[src/rtl/scs_pkg.sv]
`timescale 1ns/1ps
package scs_pkg;

    // Fill rule for the preloaded array: parity of the low 16 bits of a*mul+add.
    function automatic logic fill_bit(input int unsigned a,
                                      input int unsigned mul,
                                      input int unsigned add);
        logic [31:0] prod;
        prod = a * mul + add;
        return ^prod[15:0];
    endfunction

endpackage

[src/rtl/scs_bit_store.sv]
`timescale 1ns/1ps
module scs_bit_store #(
    parameter int unsigned DEPTH    = 256,
    parameter int unsigned FILL_MUL = 5,
    parameter int unsigned FILL_ADD = 3,
    localparam int unsigned AW      = $clog2(DEPTH + 1)
) (
    input  logic [AW-1:0] rd_pos,
    output logic          rd_bit
);
    logic [DEPTH-1:0] cells;

    for (genvar i = 0; i < DEPTH; i++) begin : g_fill
        assign cells[i] = scs_pkg::fill_bit(i, FILL_MUL, FILL_ADD);
    end

    always_comb begin
        rd_bit = 1'b0;
        if (rd_pos < AW'(DEPTH)) begin
            rd_bit = cells[rd_pos];
        end
    end
endmodule

[src/rtl/scs_pos_ctr.sv]
`timescale 1ns/1ps
module scs_pos_ctr #(
    parameter int unsigned DEPTH = 256,
    localparam int unsigned AW   = $clog2(DEPTH + 1)
) (
    input  logic          clk,
    input  logic          clear,
    input  logic          step_en,
    output logic [AW-1:0] pos,
    output logic          spent
);
    typedef struct packed {
        logic [AW-1:0] pos;
    } ctr_t;

    ctr_t st_d, st_q;

    always_comb begin
        st_d = st_q;
        if (step_en && (st_q.pos != AW'(DEPTH))) begin
            st_d.pos = st_q.pos + AW'(1);
        end
    end

    always_ff @(posedge clk or posedge clear) begin
        if (clear) begin
            st_q <= '0;
        end else begin
            st_q <= st_d;
        end
    end

    assign pos   = st_q.pos;
    assign spent = (st_q.pos == AW'(DEPTH));
endmodule

[src/rtl/scs_link_ctl.sv]
`timescale 1ns/1ps
module scs_link_ctl (
    input  logic sel_on,
    input  logic en_on,
    input  logic spent,
    input  logic raw_bit,
    output logic bit_out,
    output logic bit_drive,
    output logic pass_n,
    output logic idle
);
    logic live;

    always_comb begin
        live      = sel_on && en_on;
        bit_drive = live && !spent;
        bit_out   = bit_drive ? raw_bit : 1'b0;
        pass_n    = !(live && spent);
        idle      = !sel_on;
    end
endmodule

[src/rtl/serial_cfg_store.sv]
`timescale 1ns/1ps
module serial_cfg_store #(
    parameter int unsigned DEPTH          = 256,
    parameter bit          RST_LEVEL_HIGH = 1'b1,
    parameter int unsigned FILL_MUL       = 5,
    parameter int unsigned FILL_ADD       = 3,
    localparam int unsigned AW            = $clog2(DEPTH + 1)
) (
    input  logic clk,
    input  logic rst_oe,
    input  logic sel_n,
    output logic bit_out,
    output logic bit_drive,
    output logic pass_n,
    output logic idle
);
    logic          rst_act;
    logic          sel_on;
    logic [AW-1:0] pos;
    logic          spent;
    logic          raw_bit;

    assign rst_act = (rst_oe == RST_LEVEL_HIGH);
    assign sel_on  = !sel_n;

    scs_pos_ctr #(.DEPTH(DEPTH)) u_ctr (
        .clk     (clk),
        .clear   (rst_act),
        .step_en (sel_on),
        .pos     (pos),
        .spent   (spent)
    );

    scs_bit_store #(.DEPTH(DEPTH), .FILL_MUL(FILL_MUL), .FILL_ADD(FILL_ADD)) u_store (
        .rd_pos (pos),
        .rd_bit (raw_bit)
    );

    scs_link_ctl u_link (
        .sel_on    (sel_on),
        .en_on     (!rst_act),
        .spent     (spent),
        .raw_bit   (raw_bit),
        .bit_out   (bit_out),
        .bit_drive (bit_drive),
        .pass_n    (pass_n),
        .idle      (idle)
    );
endmodule

[config.mk]
export PLATFORM = sky130hd
export DESIGN_NAME = serial_cfg_store
export DESIGN_NICKNAME = d
export VERILOG_FILES = /design/src/rtl/scs_pkg.sv /design/src/rtl/scs_bit_store.sv /design/src/rtl/scs_pos_ctr.sv /design/src/rtl/scs_link_ctl.sv /design/src/rtl/serial_cfg_store.sv
export SDC_FILE = /design/constraint.sdc
export NUM_CORES = 1
export LEC_CHECK = 0
export CORE_UTILIZATION = 45
export DETAILED_ROUTE_END_ITERATION = 6
export PLACE_DENSITY = 0.77
export RECOVER_POWER = 50
export SLEW_MARGIN = 10
export SYNTH_ARGS = -nofsm -noshare
export SYNTH_HDL_FRONTEND = slang
export SYNTH_SLANG_ARGS = --single-unit
[constraint.sdc]
create_clock -name clk -period 2.15 [get_ports clk]
set_clock_uncertainty 0.15 [all_clocks]
set_input_delay 0.43 -clock clk [delete_from_list [all_inputs] [get_ports clk]]
set_output_delay 0.43 -clock clk [all_outputs]
set_load 0.02 [all_outputs]
Yosys cells after proc, flatten, opt, wreduce, memory -nomap -nowiden
Memories as Yosys holds them, arrays and structs flattened.
Index checks and enable logic that the tools add are counted.
{"block": "classes", "eq_ne": 2, "order_cmp": 2, "n_reduce_logical": 8, "add_sub_neg": 1, "n_mux": 3}
{"operator": "$lt A9 B9 Y1 const B", "n": 2}
{"operator": "$add A9 B1 Y9 const B", "n": 1}
{"operator": "$eq A9 B9 Y1 const B", "n": 1}
{"operator": "$ne A9 B9 Y1 const B", "n": 1}
{"operator": "$logic_and A1 B1 Y1", "n": 4}
{"operator": "$logic_not A1 Y1", "n": 4}
{"operator": "$mux W1", "n": 3}
{"block": "word_totals", "rom_bits": 256, "inputBits": 3, "mem_count": 1, "register_bits": 9, "wordCells": 18, "output_inout_bits": 4}
{"name": "(name not given)", "depth": 256, "width": 1, "read_ports": 1, "rd_ports_with_merged_regs": 0, "write_ports": 0, "line_no": "scs_bit_store.sv:20", "text": "rd_bit = cells[rd_pos];"}

Depth between registers and ports, before layout
Gate-level depths: netlist of run 1.
{"block": "depth", "word_depth": 4, "mapped_depth": 7, "ltp_nobuf": 7}

By module
Synthesis of run 1 repeated with hierarchy kept, for this count alone.
{"block": "unflattened", "cells_unflattened": 93, "hier_area_um2": 857.1}
{"module": "scs_pos_ctr", "cells_each": 39, "seq_area_each_um2": 225.2, "area_each_um2": 454.2, "instances": 1}
{"module": "scs_bit_store", "cells_each": 48, "seq_area_each_um2": 0.0, "area_each_um2": 366.6, "instances": 1}
{"module": "scs_link_ctl", "cells_each": 4, "seq_area_each_um2": 0.0, "area_each_um2": 28.8, "instances": 1}
{"module": "serial_cfg_store", "cells_each": 2, "seq_area_each_um2": 0.0, "area_each_um2": 7.5, "instances": 1}

Worst setup path before layout of run 1
OpenSTA, ideal clock, no wires.
{"block": "synth_timing", "path_kind": "flip-flop to output port", "startpoint": "register u_ctr.st_q, in the netlist u_ctr.pos[0]", "endpoint": "output port bit_out", "arrival_ns": 1.808, "path_slack_ns": -0.238, "stages_incl_launch_ff": 8, "t_required_ns": 1.570, "path_buffers": 0, "cell_sequence": "dfrtp_1 inv_1 ha_1 nor3b_2 a21oi_1 o21ai_0 o31a_1 o22ai_2"}
{"block": "synth_via", "elab_chain_cells": 4, "elab_cells_between_ends": 8, "classes_between": "1 x order compare; 1 x eq/ne; 3 x mux; 2 x reduce/logical; 1 x memory"}
{"element": "start: declaration", "line_no": "scs_pos_ctr.sv:16", "text": "ctr_t st_d, st_q;"}
{"element": "start signal: assignment", "line_no": "scs_pos_ctr.sv:29", "text": "st_q <= st_d;"}
{"element": "$mem_v2 Z256 W1 or $eq A9 B9 Y1 (tied branches)"}
{"element": "$mux W1 (implied by the code) or $logic_not A1 Y1 (tied branches)", "line_no": "scs_bit_store.sv:20, scs_link_ctl.sv:16"}
{"element": "$mux W1 or $logic_and A1 B1 Y1 (tied branches)", "line_no": "scs_bit_store.sv:19, scs_link_ctl.sv:16"}
{"element": "$mux W1 (*)", "line_no": "scs_link_ctl.sv:17", "text": "bit_out = bit_drive ? raw_bit : 1'b0;"}
{"element": "end: declaration", "line_no": "serial_cfg_store.sv:12", "text": "output logic bit_out,"}
Mark *: on every way between the ends. The rest lies on a longest branch, timed or not. The select of a mux whose other input is x is not followed.

Final worst setup path of run 1
{"block": "layout_timing", "startpoint": "register u_ctr.st_q, in the netlist u_ctr.pos[1]", "endpoint": "output port bit_out"}
Same word-level chain as after synthesis.

==> metrics.md, run 1 <==
| Metric | Value |
|---|---|
| Max reg flops | 9 |
| Data required time of the worst path | approximately 1.6 ns |
| Post-DRT Antenna Nets | 0 |
| First-pass GRT wire length | ~4000 microns |
| Worst-path clk slew | approximately 0.050 ns |
| Initial antenna violation count | 0 |
| Cell area after synthesis | 892 sq um |
| Max-slew violations | 0 |
| Most used DFF post-synth | dfrtp_1 |
| Die footprint | 2160 sq um |
| Crit path DAT | 2.02 ns |
| Total Routing Usage GR | 27.1% |
| Rows | 15 |
| Pin count of the biggest net entering global routing | 10 |
| Unrepaired setup endpoints after global routing | yes |
| DR DRC count | 0 |
| Pleak | 0.566 nW |
| # fillers | 120 |
| Max Freq | 0.384 GHz |
| PwrDens | between 1500 and 2000 nW/um^2 |
| FF-to-FF Start | u_ctr.pos[5]$_DFFE_PP0P_ |
| RR Endpoint | u_ctr.pos[7]$_DFFE_PP0P_ |
| CP startpoint kind | flip-flop |
| Io pins | 7 |
| Cells on Worst Hold Path | 2 |
| Initial Utilization | 50.0% |
| Transition time of the tightest slew-check pin | 0.507 ns |
| Final setup fails | 3 |
| Die width | 46.5 microns |
| Layout Utilization | 73.3% |
| Hold EP | u_ctr.pos[8]$_DFFE_PP0P_ |
| Avg Vias per Cell | roughly 6 |
| Synth Area in Simple Gates | approximately 25% |
| Post-synthesis mux area share | 2.81% |
| Die boundary height | 46.5 microns |
| Worst setup EP type | primary output |
| Post-synthesis register bit count | 9 |
| Mapped Cells | 92 |
| Core region area | roughly 1800 sq um |
| Vias in the first global route | 873 |
| Most frequent cells in the layout | 31 x buf_4, 6 x xnor2_1, 6 x buf_6, 6 x dfrtp_1 |
| Layout area overhead | 46.4% |
| TritonCTS clock tree | yes |
| HP Start | u_ctr.pos[8]$_DFFE_PP0P_ |
| Post-synthesis xor/xnor area fraction | 7.85% |
| Layout cells sized above 1 | a little over half |
| Setup TNS | -0.701 ns |
| Port Buf Inserts | 6 |
| Mean Syn Cell Area | 9.70 sq um |
| CP max FO | 3 |
| Final hold vios | 0 |
| CTS Buf Count | 3 |
| # hold bufs at CTS | 0 |
| Global route overflow | 0 |
| Synth unique cells | 48 |
| Total of warnings raised by yosys | 0 |
| Number of DRC markers in iteration 0 | 47 |
| Post-route setup slack | -0.451 ns |
| Max-cap viol count | 0 |
| GPL Wtd Cong | 0.941 |
| Synth Area in Compound Gates | 22.9% |
| Worst R2R Setup Slack | between 0.1 and 0.15 ns |
| H-tree depth | 1 |
| Net Count, Synth | 100 |
| Worst slew margin | approximately two thirds |
| Routed wire length per instance | 16.7 microns |
| N_diodes | 0 |
| Vias after detailed routing | roughly 900 |
| Critical path class | reg2out |
| Pre-CTS setup slack | -0.674 ns |
| Root Driver | clkbuf_4 |
| Status | complete, but fails checks |
| Routed WL | 2580 microns |
| Max Root-Sink Buffers | 2 |
| Failing checks | negative setup slack |
| Most common cell after layout, fill and taps aside | buf_4 |
| Drt pass-1 iters | 4 |
| Seq/Total Area, Yosys | 25.2% |
| Peak supply drop | about 1.1 mV |
| Number of flops mapped to enable cells by yosys | 0 |
| Clock net sink count | 9 |
| Dpl hpwl | 1890 microns |
| Final worst path period share | 121% |
| Fraction of the mapped netlist area in adder cells | 7.01% |
| Layout Nets | 139 |
| Main combinational cell family by area after synthesis | simple AND/OR/NAND/NOR gates |
| Ys async rst share | 100% |
| Clock latency on the worst-skew pair | 0.27 ns |
| Worst R2R Path Depth | 9 |
| Worst Hold Class | reg2reg |
| Post-route minimum period | 2.60 ns |
## worst max-delay path, stage by stage (launching register included)
cell,delay [ns]
dfrtp_1,0.42
inv_2,0.08
buf_4,0.14
ha_2,0.19
mux2i_1,0.17
a21o_1,0.16
o311a_1,0.20
o32ai_2,0.10
o22ai_4,0.16
buf_6,0.14
## area by class of cell
| type | count | area [sq um] | area share, % |
|---|---|---|---|
| inverter | 4 | 17.5 | 1.34 |
| timing repair buffer | 42 | 337 | 25.8 |
| sequential | 9 | 229 | 17.5 |
| multi-input combinational | 71 | 666 | 51.0 |
| clock buffer | 4 | 26.3 | 2.01 |
| tap | 25 | 31.3 | 2.39 |
## metrics by stage
| step | area, sq um | power, mW | hold slack [ns] | std cells |
|---|---|---|---|---|
| 3_5_place_dp | 1170 | 1.60 | 0.439 | 145 |
| 5_1_grt | 1310 | 2.10 | 0.480 | 155 |
| 4_1_cts | 1270 | 1.92 | 0.454 | 154 |
| 6_report | 1310 | 2.00 | 0.462 | 155 |
| 3_3_place_gp | 1170 | 1.54 | 0.426 | 145 |
| 2_1_floorplan | 925 | 1.18 | 0.113 | 92 |
## what timing repair did
item	4_1_cts	5_1_grt
resized for setup	30	11
pin swaps	6	4
endpoints found under the setup margin	4	3
gates cloned	0	0
buffers inserted	5	1
## worst max path at each step
stage                             startpoint  slack (ns)      end
global route        u_ctr.pos[1]$_DFFE_PP0P_       -0.51  bit_out
global placement    u_ctr.pos[1]$_DFFE_PP0P_       -0.62  bit_out
floorplan           u_ctr.pos[0]$_DFFE_PP0P_       -0.07  bit_out
detailed placement  u_ctr.pos[1]$_DFFE_PP0P_       -0.67  bit_out
CTS                 u_ctr.pos[1]$_DFFE_PP0P_       -0.43  bit_out
finish              u_ctr.pos[1]$_DFFE_PP0P_       -0.45  bit_out
## power breakdown
part	total, mW	switching, mW	leakage (nW)	internal (mW)
Clock	0.133	0.0616	0.0150	0.0717
Combinational	1.55	0.739	0.440	0.813
Sequential	0.319	0.0861	0.111	0.233
## synthesized netlist by cell type, types with 2 or more instances
master,count,area share [%]
and3_1,2,1.4
dfrtp_1,9,25
buf_6,3,3.8
nand4_1,2,1.4
nor3_1,2,1.1
xor2_1,2,2.0
a21oi_1,4,2.2
inv_1,4,1.7
nand3_2,2,2.2
buf_4,3,2.5
nand2b_1,3,2.1
o311a_1,2,2.2
o21ai_0,4,2.2
nor2_1,5,2.1
nand2_1,3,1.3
ha_1,5,7.0
xnor2_1,6,5.9
## cell families (layout without fill, tap and decap cells)
family	Yosys count	in the layout
mux	2	2
compound gates	25	25
fa+ha+maj	5	5
flops	9	9
buf+inv	12	50
xor+xnor	8	8
simple gates	31	31
## metal layers
metal  wire [microns]  global-route usage (%)  part of all wire, %
met1             1130                    34.4                   44
met2             1240                    41.4                   48
met3              129                    8.24                  5.0
met4               87                    12.9                  3.4
met5                0                       0                    0
(Power assumes the default switching activity.)
==> inputs of run 2 (changes only) <==
- GPL_TIMING_DRIVEN: default -> 0
==> metrics.md, run 2 (synthesized netlist as in run 1, its figures left out) <==
| Metric | Value |
|---|---|
| Worst-path clk slew | 0.05 ns (about the same) |
| Avg Vias per Cell | 5.80 (was 5.83) |
| Pre-CTS setup slack | -0.891 ns (was -0.674 ns) |
| Total Routing Usage GR | 22.7% (was 27.1%) |
| Post-route minimum period | 2.64 ns (was 2.60 ns) |
| Slowest Stage Delay on Critical Path | 0.44 ns (was 0.42 ns) |
| Max Freq | 0.378 GHz (was 0.384 GHz) |
| N_diodes | 0 (unchanged) |
| Initial Utilization | 50.0% (unchanged) |
| Crit path DAT | 2.06 ns (was 2.02 ns) |
| Worst hold slack | 0.432 ns (was 0.462 ns) |
| Drt pass-1 iters | 4 (unchanged) |
| Layout cells sized above 1 | 38.5% (was 53.1%) |
| Crit path launch | u_ctr.pos[1]$_DFFE_PP0P_ (unchanged) |
| Vias in the first global route | 676 (was 873) |
| Worst slew margin | 75.2% (was 66.2%) |
| Layout Nets | 118 (was 139) |
| H-tree depth | 1 (unchanged) |
| Unrepaired setup endpoints after global routing | yes (unchanged) |
| Peak supply drop | 1.16 mV (was 1.15 mV) |
| Pleak | 0.463 nW (was 0.566 nW) |
| Initial antenna violation count | 0 (unchanged) |
| Clock power share | 8.1% (was 6.6%) |
| PwrDens | 1500 nW/um^2 (was 1530 nW/um^2) |
| CP endpoint | bit_out (unchanged) |
| Max Root-Sink Buffers | 2 (unchanged) |
| Post-DRT Antenna Nets | 0 (unchanged) |
| Transition time of the tightest slew-check pin | 0.371 ns (was 0.507 ns) |
| Max-slew violations | 0 (unchanged) |
| Gate power share | 72.9% (was 77.4%) |
| Rows | 15 (unchanged) |
| First-pass GRT wire length | 3250 microns (was 4010 microns) |
| Int Power | 903 uW (was 1.12 mW) |
| Critical path class | reg2out (unchanged) |
| Pin count of the biggest net entering global routing | 11 (was 10) |
| CTS Buf Count | 3 (unchanged) |
| Post-route setup slack | -0.493 ns (was -0.451 ns) |
| Number of DRC markers in iteration 0 | 36 (was 47) |
| Die footprint | 2160 sq um (unchanged) |
| Dpl hpwl | 1460 microns (was 1890 microns) |
| Global route overflow | 0 (unchanged) |
| Failing checks | negative setup slack (unchanged) |
| Routed wire length per instance | 15.5 microns (was 16.7 microns) |
| Die boundary height | 46.5 microns (unchanged) |
| GPL Wtd Cong | 0.913 (was 0.941) |
| TritonCTS clock tree | yes (unchanged) |
| CP max FO | 6 (was 3) |
| Port Buf Inserts | 6 (unchanged) |
| Max reg flops | 9 (unchanged) |
| Setup TNS | -0.597 ns (was -0.701 ns) |
| Switching Share | 46.1% (was 44.2%) |
| Data required time of the worst path | 1.57 ns (about the same) |
| Max-cap viol count | 0 (unchanged) |
| Routed WL | 2080 microns (was 2580 microns) |
| FF-to-FF Start | u_ctr.pos[5]$_DFFE_PP0P_ (unchanged) |
| Most common cell after layout, fill and taps aside | buf_4 (unchanged) |
| Layout area overhead | 25.4% (was 46.4%) |
| Die width | 46.5 microns (unchanged) |
| RR Endpoint | u_ctr.pos[7]$_DFFE_PP0P_ (unchanged) |
| Switching power | 773 uW (was 886 uW) |
| Worst Hold Class | reg2reg (unchanged) |
| Vias after detailed routing | 777 (was 904) |
| Final worst path period share | 123% (was 121%) |
| Design area | 1120 sq um (was 1310 sq um) |
| Critical Path Slowest Stage Cell | dfrtp_2 (was dfrtp_1) |
| Worst setup EP type | primary output (unchanged) |
| # hold bufs at CTS | 0 (unchanged) |
| Status | complete, but fails checks (unchanged) |
| CP startpoint kind | flip-flop (unchanged) |
| Most frequent cells in the layout | 10 x buf_4, 6 x xnor2_1, 6 x dfrtp_1 (was 31 x buf_4, 6 x xnor2_1, 6 x buf_6, 6 x dfrtp_1) |
| DP Area | 1020 sq um (was 1170 sq um) |
| Core region area | 1780 sq um (unchanged) |
| Worst R2R Path Depth | 8 (was 9) |
| Sequential group share of total power | 19.0% (was 15.9%) |
| Worst R2R Setup Slack | 0.24 ns (was 0.12 ns) |
| Clock net sink count | 9 (unchanged) |
| Io pins | 7 (unchanged) |
| Clock latency on the worst-skew pair | 0.28 ns (was 0.27 ns) |
| DR DRC count | 0 (unchanged) |
| CP cell instances | inv_4 -> ha_4 -> nor3b_4 -> a21oi_1 -> o21ai_1 -> o32ai_2 -> o22ai_4 -> buf_6 (was inv_2 -> buf_4 -> ha_2 -> mux2i_1 -> a21o_1 -> o311a_1 -> o32ai_2 -> o22ai_4 -> buf_6) |
| Final hold vios | 0 (unchanged) |
| Root Driver | clkbuf_4 (unchanged) |
| Final setup fails | 3 (unchanged) |
## run 2: what timing repair did
item / CTS / global route
gates resized for setup: 26 / 2
gates cloned: 0 / 0
buffers inserted: 5 / 2
setup endpoints to repair: 4 / 3
pin swaps: 2 / 3
## run 2: worst max-delay path, delay by kind of cell (launching register included)
family | cells | cell delay [ns]
compound gates | 4 | 0.61
flops | 1 | 0.44
simple gates | 1 | 0.23
buf+inv | 2 | 0.19
fa+ha+maj | 1 | 0.32
## run 2: final cells by class
type | count | area, sq um
Fill cell | 141 | 664
Multi-Input combinational cell | 71 | 634
Clock buffer | 4 | 26.3
Tap cell | 25 | 31.3
Inverter | 4 | 20.0
Buffer | 8 | 68.8
Sequential cell | 9 | 229
Timing Repair Buffer | 13 | 109
## run 2: worst min path at each step
| stage | startpoint | endpoint | slack, ns | cells after the start |
|---|---|---|---|---|
| after floorplan | rst_oe | u_ctr.pos[0]$_DFFE_PP0P_ | 0.11 | 1 |
| after global placement | u_ctr.pos[7]$_DFFE_PP0P_ | u_ctr.pos[7]$_DFFE_PP0P_ | 0.39 | 1 |
| after detailed placement | u_ctr.pos[7]$_DFFE_PP0P_ | u_ctr.pos[7]$_DFFE_PP0P_ | 0.41 | 1 |
| after CTS | rst_oe | u_ctr.pos[6]$_DFFE_PP0P_ | 0.31 | 2 |
| after global routing | u_ctr.pos[8]$_DFFE_PP0P_ | u_ctr.pos[8]$_DFFE_PP0P_ | 0.45 | 1 |
| final | u_ctr.pos[8]$_DFFE_PP0P_ | u_ctr.pos[8]$_DFFE_PP0P_ | 0.43 | 1 |
## run 2: metrics by stage
stage / power [mW] / util [%] / instances
3_5_place_dp: 1.38 / 57.0 / 123
5_1_grt: 1.79 / 62.7 / 134
3_3_place_gp: 1.36 / 57.0 / 123
2_1_floorplan: 1.18 / - / 92
6_report: 1.68 / 62.7 / 134
4_1_cts: 1.64 / 61.5 / 132
## run 2: power groups by stage
stage               Sequential (mW)  Clock, mW  Combinational [mW]
floorplan                     0.303          0               0.874
global placement              0.318          0                1.04
detailed placement            0.322          0                1.06
CTS                           0.317      0.137                1.19
global route                  0.325      0.142                1.32
finish                        0.318      0.136                1.22
## run 2: per-layer routing
metal / GRT usage, % / routed length, microns
met5: 0 / 0
met4: 14.7 / 57
met3: 7.45 / 151
met2: 32.5 / 1000
met1: 28.8 / 866
==> inputs of run 3 (changes only) <==
- SLEW_MARGIN: 10 -> 5
==> results of run 3 <==
Same layout as run 2: the final DEF is identical, and so are final timing and power.
